===== src/rtl/irq_rank_resolver.sv =====
module irq_rank_resolver #(
  parameter int HI_PRESENT = 1
) (
  input  logic       clk,
  input  logic       rst_n,
  input  logic [6:0] prio_lo,
  input  logic [6:0] prio_hi,
  input  logic [7:0] en,
  input  logic [9:0] flags,
  input  logic       take,
  input  logic       ret,
  output logic       req,
  output logic [2:0] vec,
  output logic [1:0] lvl,
  output logic [3:0] active
);
  localparam int GROUPS = 7;
  localparam int LEVELS = 4;

  logic [GROUPS-1:0] grp_raw, grp_pend, hi_eff;
  logic              found, top_valid;
  logic [2:0]        best_idx;
  logic [1:0]        best_lvl, top_lvl, g_lvl;
  logic [LEVELS-1:0] mask_next;

  assign grp_raw  = {flags[9], flags[8] | flags[7], flags[6] | flags[5] | flags[4],
                     flags[3], flags[2], flags[1], flags[0]};
  assign grp_pend = grp_raw & en[GROUPS-1:0] & {GROUPS{en[7]}};
  assign hi_eff   = (HI_PRESENT != 0) ? prio_hi : '0;

  always_comb begin
    found    = 1'b0;
    best_idx = '0;
    best_lvl = '0;
    g_lvl    = '0;
    for (int g = 0; g < GROUPS; g++) begin
      g_lvl = {hi_eff[g], prio_lo[g]};
      if (grp_pend[g] && (!found || g_lvl > best_lvl)) begin
        found    = 1'b1;
        best_idx = 3'(g);
        best_lvl = g_lvl;
      end
    end
  end

  always_comb begin
    top_valid = |active;
    top_lvl   = '0;
    for (int l = 0; l < LEVELS; l++)
      if (active[l]) top_lvl = 2'(l);
  end

  assign req = found && (!top_valid || best_lvl > top_lvl);
  assign vec = best_idx;
  assign lvl = best_lvl;

  always_comb begin
    mask_next = active;
    if (ret && top_valid) mask_next[top_lvl] = 1'b0;
    if (take && req)      mask_next[best_lvl] = 1'b1;
  end

  always_ff @(posedge clk or negedge rst_n)
    if (!rst_n) active <= '0;
    else        active <= mask_next;
endmodule



===== config.mk =====
export PLATFORM = sky130hd
export DESIGN_NAME = irq_rank_resolver
export DESIGN_NICKNAME = d
export VERILOG_FILES = /design/src/rtl/irq_rank_resolver.sv
export SDC_FILE = /design/constraint.sdc
export NUM_CORES = 1
export LEC_CHECK = 0
export ABC_AREA = 1
export BUFFER_PORTS_ARGS = -buffer_cell sky130_fd_sc_hd__buf_2
export CELL_PAD_IN_SITES_DETAIL_PLACEMENT = 1
export CELL_PAD_IN_SITES_GLOBAL_PLACEMENT = 2
export CORE_MARGIN = 1
export CORE_UTILIZATION = 24
export CTS_BUF_LIST = sky130_fd_sc_hd__clkbuf_16
export DETAILED_ROUTE_END_ITERATION = 12
export PLACE_DENSITY = 0.85
export SLEW_MARGIN = 20
export SYNTH_ARGS = -nofsm -noshare
export SYNTH_HDL_FRONTEND = slang
export SYNTH_SLANG_ARGS = --single-unit

===== constraint.sdc =====
create_clock -name clk -period 17.3 [get_ports clk]
set_input_delay 0.865 -clock clk [delete_from_list [all_inputs] [get_ports clk]]
set_output_delay 0.865 -clock clk [all_outputs]
set_load 0.01 [all_outputs]

# == After elaboration in Yosys (flattened, before gate mapping) ==
# Cells that the tools add are included.
# Widths: inputs -> output; s select.
# word_totals
output_inout_bits,10
input_bits,36
ff_bits,4
wordCells,75
# classes
magnitude_cmp,11
muxes,29
bitwise_logic,8
reduce_logical,26
# ops
operator,count
$mux 2,9
$mux 3,5
$and 7x7->7,2
$gt 2x2->1,7
$logic_and 1x1->1,11
$mux 1,11
$mux 4,2
$logic_not 1->1,7
$logic_or 1x1->1,7
$lt 2x3->1 const B,2
$and 4x4->4,1
$demux 1 s2,2
$ge 2x1->1 const B,2
$not 4->4,1
$or 4x4->4,1
$reduce_or 4->1,1
$or 1x1->1,3

# == Longest topological paths before layout ==
# logic_depth
word_depth,35
depth_mapped,65
ltp_nobuf,65

# == Worst setup path before layout ==
# OpenSTA, ideal clock, no wires.
# synth_timing
path_type,input-to-output
startpoint,in en[7]
endpoint,out req
required_ps,16435
path_stages,60
n_path_buf,0
path_slack_ps,9245
arrival_time_ps,7190
cell_sequence,nand3_2 -> inv_1 -> nand2_1 -> ha_1 -> nand2_1 -> nand2_1 -> nand2_1 -> nand2_1 -> nand2_2 -> nand2_1 -> nand2_1 -> ha_1 -> inv_1 -> nor2_1 -> o21ai_0 -> nand2_1 -> nand2_1 -> inv_1 -> [24 not listed] -> or2_1 -> nand2_1 -> ha_1 -> inv_1 -> nor2_1 -> o21ai_0 -> nand2_2 -> nand2_4 -> inv_2 -> nand2_1 -> nand2_2 -> ha_1 -> inv_1 -> nor2_1 -> o21ai_0 -> o21ai_0 -> o21ai_0 -> inv_1
# synth_via
elab_chain_cells,29
word_cells_on_any_way,42
cone_classes,7 x order compare; 14 x mux; 1 x bitwise; 20 x reduce/logical
# synth_lines
item,line,text
"start, declared",8,"input logic [7:0] en,"
$and 7x7->7 (*),28,assign grp_pend = grp_raw & en[GROUPS-1:0] & {GROUPS{en[7]}};
$mux 2 / $mux 1 (equally long branches),38,if (grp_pend[g] && (!found || g_lvl > best_lvl)) begin
$gt 2x2->1 / $logic_not 1->1 (equally long branches),38,
$logic_or 1x1->1,38,
$logic_and 1x1->1,38,
$mux 2 / $mux 1 (equally long branches),38,
$gt 2x2->1 / $logic_not 1->1 (equally long branches),38,
$logic_or 1x1->1,38,
[14 not listed],--,
$gt 2x2->1 / $logic_not 1->1 (equally long branches),38,
$logic_or 1x1->1,38,
$logic_and 1x1->1,38,
$mux 2 (*),38,
via lvl[1],14,"output logic [1:0] lvl,"
$gt 2x2->1 (*),53,assign req = found && (!top_valid || best_lvl > top_lvl);
$logic_or 1x1->1 (*),53,
$logic_and 1x1->1 (*),53,
"end, declared",12,"output logic req,"
# The timed path passes the listed nets; every way through them passes the cells marked *.

# == Worst setup path in the final report ==
# layout_timing
startpoint,in en[7]
endpoint,out req
# layout_via
elab_chain_cells,29
word_cells_on_any_way,42
cone_classes,7 x order compare; 14 x mux; 1 x bitwise; 20 x reduce/logical
# layout_lines
item,line
$and 7x7->7 (*),28
$mux 2 / $mux 1 (equally long branches),38
$gt 2x2->1 / $logic_not 1->1 (equally long branches),38
$logic_or 1x1->1,38
$logic_and 1x1->1,38
$mux 2 / $mux 1 (equally long branches),38
$gt 2x2->1 / $logic_not 1->1 (equally long branches),38
$logic_or 1x1->1,38
[13 not listed],--
$mux 2 / $mux 1 (equally long branches),38
$gt 2x2->1 / $logic_not 1->1 (equally long branches),38
$logic_or 1x1->1,38
$logic_and 1x1->1,38
$mux 2,38
$gt 2x2->1,53
$logic_or 1x1->1,53
$logic_and 1x1->1 (*),53
# Every way passes the cells marked *; elsewhere a longest branch is shown, timed or not.

==> summary.md <==
| Metric | Value |
|---|---|
| Cell family with most CP delay | `simple AND/OR/NAND/NOR gates` |
| # diodes | `0` |
| Core region area | `4060 µm²` |
| Placed insts | `282` |
| Post-route clock period utilization | `between 50% and 60%` |
| Flop-to-flop setup slack | `15.36 ns` |
| CP Capture Type | `output pin` |
| Via/cell ratio | `4.56` |
| Area delta synth->final | `35.1%` |
| # rows | `23` |
| First-pass GRT wire length | `5440 µm` |
| Root buffer cell | `clkbuf_16` |
| Layout cells sized above 1 | `24.3%` |
| RSZ-0062 raised after global routing | `false` |
| Clock insertion delay at the later pin of the skew report | `0.22 ns` |
| Worst slew pin tran | `~0.34 ns` |
| Hold Path Class | `input port to asynchronous set/reset pin` |
| Setup violators final | `0` |
| Via count | `1300` |
| Fmax | `105 MHz` |
| Final Slew Violations | `0` |
| Status | `finished, final reports clean` |
| Max reg flops | `4` |
| Residual DRC | `0` |
| Biggest register | `active` |
| CP required | `16.43 ns` |
| CTS tree | `done` |
| Initial DRC count | `33` |
| Most frequent CP cell | `nand2_1` |
| Initial Util | `25.5%` |
| GR Overflow Total | `0` |
| Fin util | `around a third` |
| Avg Cell Area, Syn | `5.53 µm²` |
| Die area | `roughly 4600 µm²` |
| Ys async rst share | `between 90% and 100%` |
| RePlAce Congestion | `0.784` |
| Clock Path Buffers | `2` |
| R2R cell count | `9` |
| Worst Skew | `0.00101 ns` |
| WP data arrival | `8.68 ns` |
| Chip width | `67.7 µm` |
| EDFF count, synth | `0` |
| Vias in the first global route | `1230` |
| Tmin final | `9.54 ns` |
| Synthesized flop and latch total | `4` |
| Share of the synthesized area in the top cell type | `22.5%` |
| Ys flop type | `dfrtp_1` |
| Sink Count | `4` |
| Largest net degree at the start of global routing | `10` |
| Static Leakage | `slightly above 0.0009 µW` |
| CTS Hold Bufs | `0` |
| Max_cap viols | `0` |
| Setup tns final | `0 ns` |
| Routed len/inst | `11.9 µm` |
| WS Path Type | `input port to output pin` |
| Initial antenna violation count | `0` |
| Yosys cell types | `22` |
| Hold slack | `0.448 ns` |
| Syn nets | `237` |
| Worst path max stage delay | `~0.31 ns` |
| H-tree Lvls | `1` |
| Drt pass-1 iters | `4` |
| Post-cts sizing count | `0` |
| IO Count | `between 40 and 50` |
| # nets final | `around 290` |
| Final Cell Area | `1400 µm²` |
| Buf+Inv Stages, Crit Path | `14` |
| Post-DRT Antenna Nets | `0` |
| Max Fanout on Critical Path | `9` |
| Top post-synthesis cells by area | `nand2_1 (22%), ha_1 (17%), nand3_1 (16%), inv_1 (12%), dfrtp_1 (9.7%)` |
| Pwr/cell area | `between 70 and 80 nW/µm²` |
| Cell taking the most area after synthesis | `nand2_1` |
| Commonest cells after routing, fill and taps aside | `nand2_1 (62), buf_2 (45), inv_1 (33), nand3_1 (33), ha_1 (14)` |
| Port buffer count | `45` |
| Rel. slew slack | `77.0%` |
| DPL Wire Length | `2760 µm` |
| Commonest non-fill, non-tap cell in the layout | `nand2_1` |
| Total GRT Usage | `15.2%` |
| Worst r2r src | `active[3]` |
| Max VDD drop | `roughly 0.023 mV` |
| Worst-path clk slew | `~0.03 ns` |
| Finished Layout Cells | `285` |
| Final hold vios | `0` |
| Setup bufs post-CTS | `0` |
| Seq/Total Area, Yosys | `a little under 10%` |
| Reg-to-Reg End | `active[1]` |
| Area after DPL | `1320 µm²` |
| Mapped Area | `slightly above 1000 µm²` |
| CTS buffer count | `3` |
| Crit-path slowest cell | `ha_1` |
| Top flop regs | `active x4` |
| Synth warnings | `0` |
| Die height | `67.7 µm` |
| Cells after synthesis | `roughly 190` |
| Total Wirelength | `3390 µm` |
| Crit path launch type | `input port` |
==> cells by family after synthesis <==
family	count (synthesis)	share of synthesized area, %
flops	4	9.67
buf+inv	34	12.3
fa+ha+maj	14	16.9
simple gates	119	52.0
compound gates	16	9.07
==> cell usage after synthesis, types with 2 or more instances <==
library cell	n
ha_1	14
inv_1	33
o21ai_0	11
nand2_1	62
dfrtp_1	4
nor2_1	9
nand2_2	3
nand3_2	2
or2_1	4
nand3_1	33
==> worst max-delay path by stage <==
stage / from / endpoint / cells after the start
floorplan: en[7] / req / 60
detailed placement: en[7] / req / 63
CTS: en[7] / req / 63
global route: en[7] / req / 63
finish: en[7] / req / 63
global placement: en[7] / req / 63
==> worst reg2reg max path, delay by kind of cell, from the launching register on <==
family	cells	cell delay, ns
flip-flops	1	0.41
AND/OR/NAND/NOR	5	0.87
adder cells (fa/ha/maj)	1	0.30
AO/OA/AOI/OAI	3	0.31
==> power breakdown <==
part | internal (µW) | switching (µW)
registers | 12.0 | 2.41
logic | 21.8 | 34.5
clock network | 29.5 | 6.32
==> per-stage QoR <==
step	power, µW	setup WS (ns)
2_1_floorplan	49.3	9.24
3_3_place_gp	68.0	7.84
3_5_place_dp	68.6	7.73
4_1_cts	109	7.63
5_1_grt	117	6.71
6_report	107	7.76
==> per-layer routing <==
layer / vias up / wire, µm / track usage, %
met2: 29 / 1610 / 27.4
met5: - / 0 / 0
met3: 0 / 147 / 1.18
met1: 575 / 1630 / 20.2
met4: 0 / 0 / 0.798
li1: 696 / - / -
==> final cells by class <==
cell class | count | area, µm²
fill | 585 | 2660
multi-input combinational | 149 | 807
timing repair buffer | 45 | 225
inverter | 34 | 128
sequential | 4 | 100
clock buffer | 3 | 75.1
tap | 50 | 62.6
No activity file was read; power rests on OpenSTA's default activity.
